$ cat src/rtl/ilim_pkg.sv
package ilim_pkg;

  // One step of a two-level hysteresis comparator.
  // rise_trips = 1: sets at x >= set_at, clears at x <= clr_at.
  // rise_trips = 0: sets at x <  set_at, clears at x >= clr_at.
  function automatic bit hyst_step(input int x, input bit cur,
                                   input int set_at, input int clr_at,
                                   input bit rise_trips);
    bit nxt;
    nxt = cur;
    if (rise_trips) begin
      if (x >= set_at)      nxt = 1'b1;
      else if (x <= clr_at) nxt = 1'b0;
    end else begin
      if (x < set_at)        nxt = 1'b1;
      else if (x >= clr_at)  nxt = 1'b0;
    end
    return nxt;
  endfunction

  // Output enable step: held while no fault, granted on a phase start.
  function automatic bit enable_step(input bit cur, input bit any_fault,
                                     input bit phase);
    return !any_fault && (cur || phase);
  endfunction

  // The blanking window is over once the counter is idle and no pulse starts now.
  function automatic bit window_open(input int count, input bit starting);
    return (count == 0) && !starting;
  endfunction

endpackage

$ cat src/rtl/ilim_edge_detect.sv
module ilim_edge_detect #(
  parameter int NSIDE = 2
) (
  input  logic             clk,
  input  logic             rst_n,
  input  logic [NSIDE-1:0] pulse_in,
  output logic [NSIDE-1:0] pulse_rise,
  output logic             any_active
);
  logic [NSIDE-1:0] prev_q;

  for (genvar s = 0; s < NSIDE; s++) begin : g_side
    always_ff @(posedge clk or negedge rst_n) begin
      if (!rst_n) prev_q[s] <= 1'b0;
      else        prev_q[s] <= pulse_in[s];
    end
    assign pulse_rise[s] = pulse_in[s] & ~prev_q[s];
  end

  assign any_active = |pulse_in;
endmodule

$ cat src/rtl/ilim_pulse_cutter.sv
module ilim_pulse_cutter
  import ilim_pkg::*;
#(
  parameter int BLANK_CYC = 9
) (
  input  logic clk,
  input  logic rst_n,
  input  logic oc_trip,
  input  logic any_active,
  input  logic any_start,
  output logic cut_strobe,
  output logic sense_dump,
  output logic blanking
);
  localparam int CW = $clog2(BLANK_CYC + 1);

  logic [CW-1:0] blank_cnt;
  logic          cut_q;
  logic          fire;

  always_ff @(posedge clk or negedge rst_n) begin
    if (!rst_n)                 blank_cnt <= '0;
    else if (any_start)         blank_cnt <= CW'(BLANK_CYC - 1);
    else if (blank_cnt != '0)   blank_cnt <= blank_cnt - CW'(1);
  end

  assign blanking = !window_open(int'(blank_cnt), any_start);
  assign fire     = any_active & ~blanking & oc_trip & ~cut_q;

  always_ff @(posedge clk or negedge rst_n) begin
    if (!rst_n)            cut_q <= 1'b0;
    else if (!any_active)  cut_q <= 1'b0;
    else if (any_start)    cut_q <= 1'b0;
    else if (fire)         cut_q <= 1'b1;
  end

  always_ff @(posedge clk or negedge rst_n) begin
    if (!rst_n) begin
      cut_strobe <= 1'b0;
      sense_dump <= 1'b1;
    end else begin
      cut_strobe <= fire;
      sense_dump <= ~any_active | fire | (cut_q & ~any_start);
    end
  end


  strobe_blank_chk: assert property (@(posedge clk) disable iff (!rst_n)
    cut_strobe |-> $past(any_active && !blanking && oc_trip))
    else $error("strobe raised inside blanking window");


  strobe_single_chk: assert property (@(posedge clk) disable iff (!rst_n)
    cut_strobe |=> !cut_strobe)
    else $error("two strobes in a row");


  dump_idle_chk: assert property (@(posedge clk) disable iff (!rst_n)
    $past(!any_active) |-> sense_dump)
    else $error("sense node not discharged while idle");


  dump_on_cut_chk: assert property (@(posedge clk) disable iff (!rst_n)
    cut_strobe |-> sense_dump)
    else $error("sense node not discharged at cut");
endmodule

$ cat src/rtl/ilim_hyst_monitor.sv
module ilim_hyst_monitor
  import ilim_pkg::*;
#(
  parameter int W          = 8,
  parameter int SET_AT     = 140,
  parameter int CLEAR_AT   = 125,
  parameter bit RISE_TRIPS = 1'b1,
  parameter bit RST_STATE  = 1'b0
) (
  input  logic         clk,
  input  logic         rst_n,
  input  logic [W-1:0] level,
  output logic         state_nxt,
  output logic         state_q
);
  logic set_cond;
  logic clr_cond;

  if (RISE_TRIPS) begin : g_rise
    assign set_cond = int'(level) >= SET_AT;
    assign clr_cond = int'(level) <= CLEAR_AT;
  end else begin : g_fall
    assign set_cond = int'(level) <  SET_AT;
    assign clr_cond = int'(level) >= CLEAR_AT;
  end

  assign state_nxt = hyst_step(int'(level), state_q, SET_AT, CLEAR_AT, RISE_TRIPS);

  always_ff @(posedge clk or negedge rst_n) begin
    if (!rst_n) state_q <= RST_STATE;
    else        state_q <= state_nxt;
  end


  hyst_set_chk: assert property (@(posedge clk) disable iff (!rst_n)
    $rose(state_q) |-> $past(set_cond))
    else $error("fault set outside its threshold");


  hyst_clr_chk: assert property (@(posedge clk) disable iff (!rst_n)
    $fell(state_q) |-> $past(clr_cond))
    else $error("fault cleared outside its threshold");
endmodule

$ cat src/rtl/ilim_fault_gate.sv
module ilim_fault_gate
  import ilim_pkg::*;
(
  input  logic clk,
  input  logic rst_n,
  input  logic uv_nxt,
  input  logic hot_nxt,
  input  logic uv_q,
  input  logic hot_q,
  input  logic phase_start,
  output logic bridge_off
);
  logic en_q;

  always_ff @(posedge clk or negedge rst_n) begin
    if (!rst_n) en_q <= 1'b0;
    else        en_q <= enable_step(en_q, uv_nxt | hot_nxt, phase_start);
  end

  assign bridge_off = ~en_q;


  off_on_fault_chk: assert property (@(posedge clk) disable iff (!rst_n)
    (uv_q || hot_q) |-> bridge_off)
    else $error("bridge enabled during a fault");


  enable_on_phase_chk: assert property (@(posedge clk) disable iff (!rst_n)
    $fell(bridge_off) |-> $past(phase_start))
    else $error("bridge enabled away from a phase start");
endmodule

$ cat src/rtl/ilim_fault_guard.sv
module ilim_fault_guard #(
  parameter int BLANK_CYC  = 9,
  parameter int SUP_W      = 8,
  parameter int TMP_W      = 8,
  parameter int UV_STOP    = 140,
  parameter int UV_START   = 175,
  parameter int TEMP_TRIP  = 140,
  parameter int TEMP_CLEAR = 125
) (
  input  logic             clk,
  input  logic             rst_n,
  input  logic             oc_trip,
  input  logic             pulse_left,
  input  logic             pulse_right,
  input  logic             phase_start,
  input  logic [SUP_W-1:0] supply_code,
  input  logic [TMP_W-1:0] temp_code,
  output logic             cut_strobe,
  output logic             sense_dump,
  output logic             bridge_off
);
  localparam int NSIDE = 2;

  logic [NSIDE-1:0] pulse_vec;
  logic [NSIDE-1:0] pulse_rise;
  logic             any_active;
  logic             any_start;
  logic             blanking;
  logic             uv_nxt, uv_q;
  logic             hot_nxt, hot_q;

  assign pulse_vec = {pulse_right, pulse_left};
  assign any_start = |pulse_rise;

  ilim_edge_detect #(.NSIDE(NSIDE)) u_edge (
    .clk        (clk),
    .rst_n      (rst_n),
    .pulse_in   (pulse_vec),
    .pulse_rise (pulse_rise),
    .any_active (any_active)
  );

  ilim_pulse_cutter #(.BLANK_CYC(BLANK_CYC)) u_cut (
    .clk        (clk),
    .rst_n      (rst_n),
    .oc_trip    (oc_trip),
    .any_active (any_active),
    .any_start  (any_start),
    .cut_strobe (cut_strobe),
    .sense_dump (sense_dump),
    .blanking   (blanking)
  );

  ilim_hyst_monitor #(
    .W(SUP_W), .SET_AT(UV_STOP), .CLEAR_AT(UV_START),
    .RISE_TRIPS(1'b0), .RST_STATE(1'b1)
  ) u_uv (
    .clk       (clk),
    .rst_n     (rst_n),
    .level     (supply_code),
    .state_nxt (uv_nxt),
    .state_q   (uv_q)
  );

  ilim_hyst_monitor #(
    .W(TMP_W), .SET_AT(TEMP_TRIP), .CLEAR_AT(TEMP_CLEAR),
    .RISE_TRIPS(1'b1), .RST_STATE(1'b0)
  ) u_hot (
    .clk       (clk),
    .rst_n     (rst_n),
    .level     (temp_code),
    .state_nxt (hot_nxt),
    .state_q   (hot_q)
  );

  ilim_fault_gate u_gate (
    .clk         (clk),
    .rst_n       (rst_n),
    .uv_nxt      (uv_nxt),
    .hot_nxt     (hot_nxt),
    .uv_q        (uv_q),
    .hot_q       (hot_q),
    .phase_start (phase_start),
    .bridge_off  (bridge_off)
  );


  idle_no_strobe_chk: assert property (@(posedge clk) disable iff (!rst_n)
    $past(!any_active) |-> !cut_strobe)
    else $error("strobe without an active pulse");


  start_blanks_chk: assert property (@(posedge clk) disable iff (!rst_n)
    any_start |-> blanking)
    else $error("pulse start not blanked");
endmodule

$ cat config.mk
export PLATFORM = sky130hd
export DESIGN_NAME = ilim_fault_guard
export DESIGN_NICKNAME = d
export VERILOG_FILES = /design/src/rtl/ilim_pkg.sv /design/src/rtl/ilim_edge_detect.sv /design/src/rtl/ilim_pulse_cutter.sv /design/src/rtl/ilim_hyst_monitor.sv /design/src/rtl/ilim_fault_gate.sv /design/src/rtl/ilim_fault_guard.sv
export SDC_FILE = /design/constraint.sdc
export NUM_CORES = 1
export LEC_CHECK = 0
export BUFFER_PORTS_ARGS = -buffer_cell sky130_fd_sc_hd__buf_2
export CORE_UTILIZATION = 40
export CTS_CLUSTER_SIZE = 8
export DETAILED_ROUTE_END_ITERATION = 12
export PLACE_DENSITY = 0.66
export SLEW_MARGIN = 25
export SYNTH_ARGS = -nofsm -noshare
export SYNTH_HDL_FRONTEND = slang
export SYNTH_HIERARCHICAL = 1
export SYNTH_SLANG_ARGS = --single-unit
$ cat constraint.sdc
create_clock -name clk -period 1.87 [get_ports clk]
set_input_delay 0.374 -clock clk [delete_from_list [all_inputs] [get_ports clk]]
set_output_delay 0.374 -clock clk [all_outputs]
set_load 0.02 [all_outputs]
* Word-level counts from Yosys, hierarchy flattened
Index checks and enable logic that the tools add are counted.
Word-level totals: output and inout port bits 3, flip-flop bits (word level) 12, bits of input ports 22, logic and storage cells 49
Cells by class: add/sub/neg operators 1, equality and inequality tests 1, mux-type cells 9, order comparisons 4, bitwise logic cells 15, reductions and logical operators 10
Operators by type and width (count):
- >= comparator 8 bit, second input constant | 2
- less-or-equal comparator 8 x 7 -> 1 bit, second input constant | 1
- less-than comparator 8 bit, second input constant | 1
- two-way mux 4 bit | 2
- two-way mux 1 bit | 7
- bitwise AND 1 bit | 6
- inverter 1 bit | 6
- zero test 4 bit | 1
- nonzero test 4 bit | 1
- OR reduction 2 bit | 2
- subtractor 4 x 1 -> 4 bit, second input constant | 1
- inequality test 3 bit, second input constant | 1
- bitwise OR 1 bit | 3
- logical AND 1 bit | 2
- zero test 1 bit | 2
- nonzero test 2 bit | 1
- logical OR 1 bit | 1

* Longest topological paths before layout
depth after elaboration 11, depth in mapped cells 5, mapped depth without buffers 5

* Hierarchy
Netlist, hierarchy kept.
Modules (own cells, without submodules):
- ilim_pulse_cutter | area an instance 355.3 µm², sequential area each 176.4 µm², cells each 31, instances 1
- ilim_hyst_monitor at u_uv | area an instance 76.3 µm², sequential area each 26.3 µm², cells each 9, instances 1
- ilim_edge_detect | area an instance 68.8 µm², sequential area each 50.0 µm², cells each 5, instances 1
- ilim_hyst_monitor at u_hot | area an instance 57.6 µm², sequential area each 25.0 µm², cells each 6, instances 1
- ilim_fault_gate | area an instance 42.5 µm², sequential area each 25.0 µm², cells each 4, instances 1
- ilim_fault_guard | area an instance 6.3 µm², sequential area each 0.0 µm², cells each 1, instances 1

* Worst setup path after synthesis
No wires, ideal clock.
path type in2reg, start input port pulse_right, end register u_cut.blank_cnt[0], stages on the path 5, data required time 1.745 ns, setup slack 0.043 ns, setup time 0.125 ns, path buffers 1, data arrival time 1.702 ns, path through nor2b_1 > or2_1 > or4b_1 > buf_6 > mux2_4
Between the ends: cells in the longest elaborated chain, start to end 3, elaborated cells on any way between the ends 4, classes of those cells mux: 1; bitwise: 1; reduce/logical: 2
Ends and longest elaborated chain:
- start: declaration | RTL line ilim_fault_guard.sv:14 | input logic pulse_right,
- bitwise AND 1 bit (*) | RTL line ilim_edge_detect.sv:17 | assign pulse_rise[s] = pulse_in[s] & ~prev_q[s];
- OR reduction 2 bit (*) | RTL line ilim_fault_guard.sv:33 | assign any_start = |pulse_rise;
- via any_start | RTL line ilim_fault_guard.sv:27 | logic any_start;
- two-way mux 4 bit or nonzero test 2 bit (tied branches)
- end signal: assignment | RTL line ilim_pulse_cutter.sv:23 | else if (any_start) blank_cnt <= CW'(BLANK_CYC - 1);
- end signal: assignment | RTL line ilim_pulse_cutter.sv:24 | else if (blank_cnt != '0) blank_cnt <= blank_cnt - CW'(1);
- end: declaration | RTL line ilim_pulse_cutter.sv:17 | logic [CW-1:0] blank_cnt;
Mark *: on every way through the listed nets, which the timed path passes. The rest lies on a longest branch. A chain may end at the register's enable or synchronous reset.

* Final worst setup path
start register u_edge.prev_q[1], end register u_cut.sense_dump
Between the ends: cells in the longest elaborated chain, start to end 10, elaborated cells on any way between the ends 12, classes of those cells bitwise: 9; reduce/logical: 3
Ends and longest elaborated chain:
- start: declaration | RTL line ilim_edge_detect.sv:10 | logic [NSIDE-1:0] prev_q;
- start signal: indexed assignment | RTL line ilim_edge_detect.sv:15 | else prev_q[s] <= pulse_in[s];
- inverter 1 bit (*) | RTL line ilim_edge_detect.sv:17
- bitwise AND 1 bit (*) | RTL line ilim_edge_detect.sv:17
- via pulse_rise[1] | RTL line ilim_fault_guard.sv:25 | logic [NSIDE-1:0] pulse_rise;
- OR reduction 2 bit (*) | RTL line ilim_fault_guard.sv:33
- via any_start | RTL line ilim_fault_guard.sv:27
- zero test 1 bit | RTL line ilim_pkg.sv:29 | return (count == 0) && !starting;
- logical AND 1 bit | RTL line ilim_pkg.sv:29
- bitwise AND 1 bit (3 in series) | RTL line ilim_pulse_cutter.sv:28 | assign fire = any_active & ~blanking & oc_trip & ~cut_q;
- bitwise OR 1 bit | RTL line ilim_pulse_cutter.sv:43 | sense_dump <= ~any_active | fire | (cut_q & ~any_start);
- bitwise OR 1 bit (*) | RTL line ilim_pulse_cutter.sv:43
- end signal: assignment | RTL line ilim_pulse_cutter.sv:43
- end: declaration | RTL line ilim_pulse_cutter.sv:12 | output logic sense_dump,
Marked as above.

==> flow_summary.toml <==
[status]
status = "complete, no violations"

[synth]
synth_fp_nets = 79
synth.area.top_cells = "dfrtp_1, dfstp_2, mux2_4"
yosysTopAreaCell = "dfrtp_1"
synth_top_cell_area_share = 0.412
synthArstFlopShare = 1.00
syn_area_per_cell_um2 = 10.8
synth_area_um2 = 607
yosysMostFrequentCell = "dfrtp_1"
synth.distinct_cells = 25
synth_warnings = 6
synth_seq_area_share = 0.499
synthFlopType = "dfrtp_1"
synth-edff-count = 0
syn_inst = 56
ys_top_cells_by_count = "dfrtp_1, inv_1, nor2_1"
ys_ff_latch = 12

[critical_path]
setup.worst_path.class = "reg -> reg"
path_cells = "nor2b_1 > or2_1 > or4b_1 > buf_4 > o311ai_2"
cp_max_fo = 3
crit_slowest_cell = "or4b_1"
worst_setup_path_start_kind = "flip-flop"
crit_required_ns = 2.05
end_kind = "flip-flop"
cp_slowest_stage_delay_ns = 0.61
critPathBufInv = 1
arrival_ns = 1.87
cpLargestDelayFamily = "simple AND/OR/NAND/NOR gates"

[grt]
antenna_found_initial = 0
overflow = 0
grt_usage = 0.152
grt_pass1_vias = 436
grt_pass1_wl_um = 1650
grt_max_degree = 13

[clocking]
htreeDepth = 1
clk-insertion-delay-late_ns = 0.26
clock_sinks = 12
clockRootBuffer = "clkbuf_4"
cts_tree = "done"
numCtsBuffers = 3
cts_buffer_depth = 2
clk_pin_slew_ns = 0.08

[power]
p_leak_nw = 0.395
p_per_area_nw_per_um2 = 984
irDropWorstVdd_v = 0.000659

[drt]
dr.pass1.iters = 4
drcViolationCount = 0
first_iter_violations = 2
routed_via_density = 5.18
ant_nets = 0
wl_met2_um = 471
wl_um = 1060
wl_met1_um = 482
top_layer = "met3"
dr_wl_met3_um = 108
vias = 534
detail_route.wl_per_cell_um = 10.3

[sta]
finalCriticalPeriod_ns = 1.70
slew-limit-headroom = 0.759
final-setup-viol-count = 0
tightest_slew_ns = 0.352
fmax_ghz = 0.590
setup_tns_ns = 0
fin_hold_ws_ns = 0.316
setup_slack_ns = 0.174
finalCritPeriodShare = 0.907
grt_setup_unrepaired = "no"
drv_slew = 0
hold_violations = 0
finClkSkew_ns = 0.000935

[final_layout]
layout-drive-gt1-share = 0.443
fillers = 125
layoutNonFillerInstCount = 103
final_nets = 112
diodes = 0
final_cell_area_um2 = 813
synthToLayoutAreaGrowth_pct = 34.0

[min_path]
holdCritPathClass = "in -> reg"

[job]
cap_violations = 0

[place]
dpl.hpwl_um = 861
dp_slack_ns = -0.0586
io_buffers = 23
place.gp.congestion = 0.601
dp_cells = 98
post_dp_cell_area_um2 = 767

[floorplan]
start_util = 0.449
num_rows = 13
die_w_um = 41.0
die_h_um = 41.0
ios = 25
coreArea_um2 = 1350
die_area_um2 = 1680
==> where the power goes <==
part	switching [mW]	internal (mW)
clock network	0.0840	0.118
logic	0.104	0.141
registers	0.0407	0.313
==> repair_timing <==
item / CTS / global route
endpoints found under the setup margin: 0 / 0
setup buffers: 0 / 0
hold buffers: 1 / 0
gates resized for setup: 0 / 0
endpoints found under the hold margin: 10 / 0
==> area by class of cell <==
| class | instances | area (um^2) | area share |
|---|---|---|---|
| multi-input cells | 38 | 274 | 0.337 |
| repair buffers | 29 | 163 | 0.200 |
| flip-flops and latches | 12 | 303 | 0.372 |
| well taps | 15 | 18.8 | 0.0231 |
| inverters | 5 | 18.8 | 0.0231 |
| clock buffers | 4 | 36.3 | 0.0446 |
==> stage by stage <==
step | utilization | power, mW
after global placement | 0.568 | 0.594
after floorplan | - | 0.523
final | 0.602 | 0.800
after CTS | 0.602 | 0.811
after detailed placement | 0.568 | 0.604
after global routing | 0.602 | 0.859
==> cells in the final DEF (no fill, tap or decap), drive strengths merged, types with 2 or more instances in the layout <==
cell    Yosys  routed
nor2        4       4
nand4       2       2
nor2b       2       2
nand3b      3       3
nor3        4       4
a211o       2       2
nand2b      2       2
dfstp       2       2
inv         5       5
dfrtp      10      10
o21ai       3       3
mux2        2       2
or2         2       2
a21oi       3       3
buf         1      28
clkbuf      0       4
==> flip-flops by register name, indices dropped and copies added, names as in the netlist <==
signal            count
u_cut/blank_cnt       4
u_cut/cut_q           1
u_cut/cut_strobe      1
u_cut/sense_dump      1
u_edge/prev_q         2
u_gate/en_q           1
u_hot/state_q         1
u_uv/state_q          1
==> routing by layer <==
metal | track usage | up-vias
met3 | 0.0326 | 0
met2 | 0.246 | 21
met4 | 0.0500 | 0
li1 | - | 268
met5 | 0 | -
met1 | 0.199 | 245
==> worst register-to-register path: cells and delay by family, from the launching register on <==
family          cells  cell delay, ns
simple gates        3            0.89
compound gates      1            0.20
flops               1            0.33
buf+inv             1            0.19
==> worst paths after layout <==
kind                             startpoint          endpoint  slack (ns)  depth (start not counted)
max reg2reg                u_edge/prev_q[1]  u_cut/sense_dump        0.17                          5
max in group asynchronous             rst_n  u_cut/sense_dump        1.10                          2
min                              pulse_left  u_edge/prev_q[0]        0.32                          2
min reg2reg                     u_cut/cut_q  u_cut/sense_dump        0.51                          1
min in group asynchronous             rst_n       u_cut/cut_q        0.51                          2
max                        u_edge/prev_q[1]  u_cut/sense_dump        0.17                          5
==> kinds of logic after synthesis <==
| family | synth area share |
|---|---|
| AO/OA/AOI/OAI | 0.146 |
| adder cells (fa/ha/maj) | 0.0206 |
| buffers and inverters | 0.0495 |
| flip-flops | 0.499 |
| multiplexers | 0.0495 |
| AND/OR/NAND/NOR | 0.235 |
(Power assumes the default switching activity.)
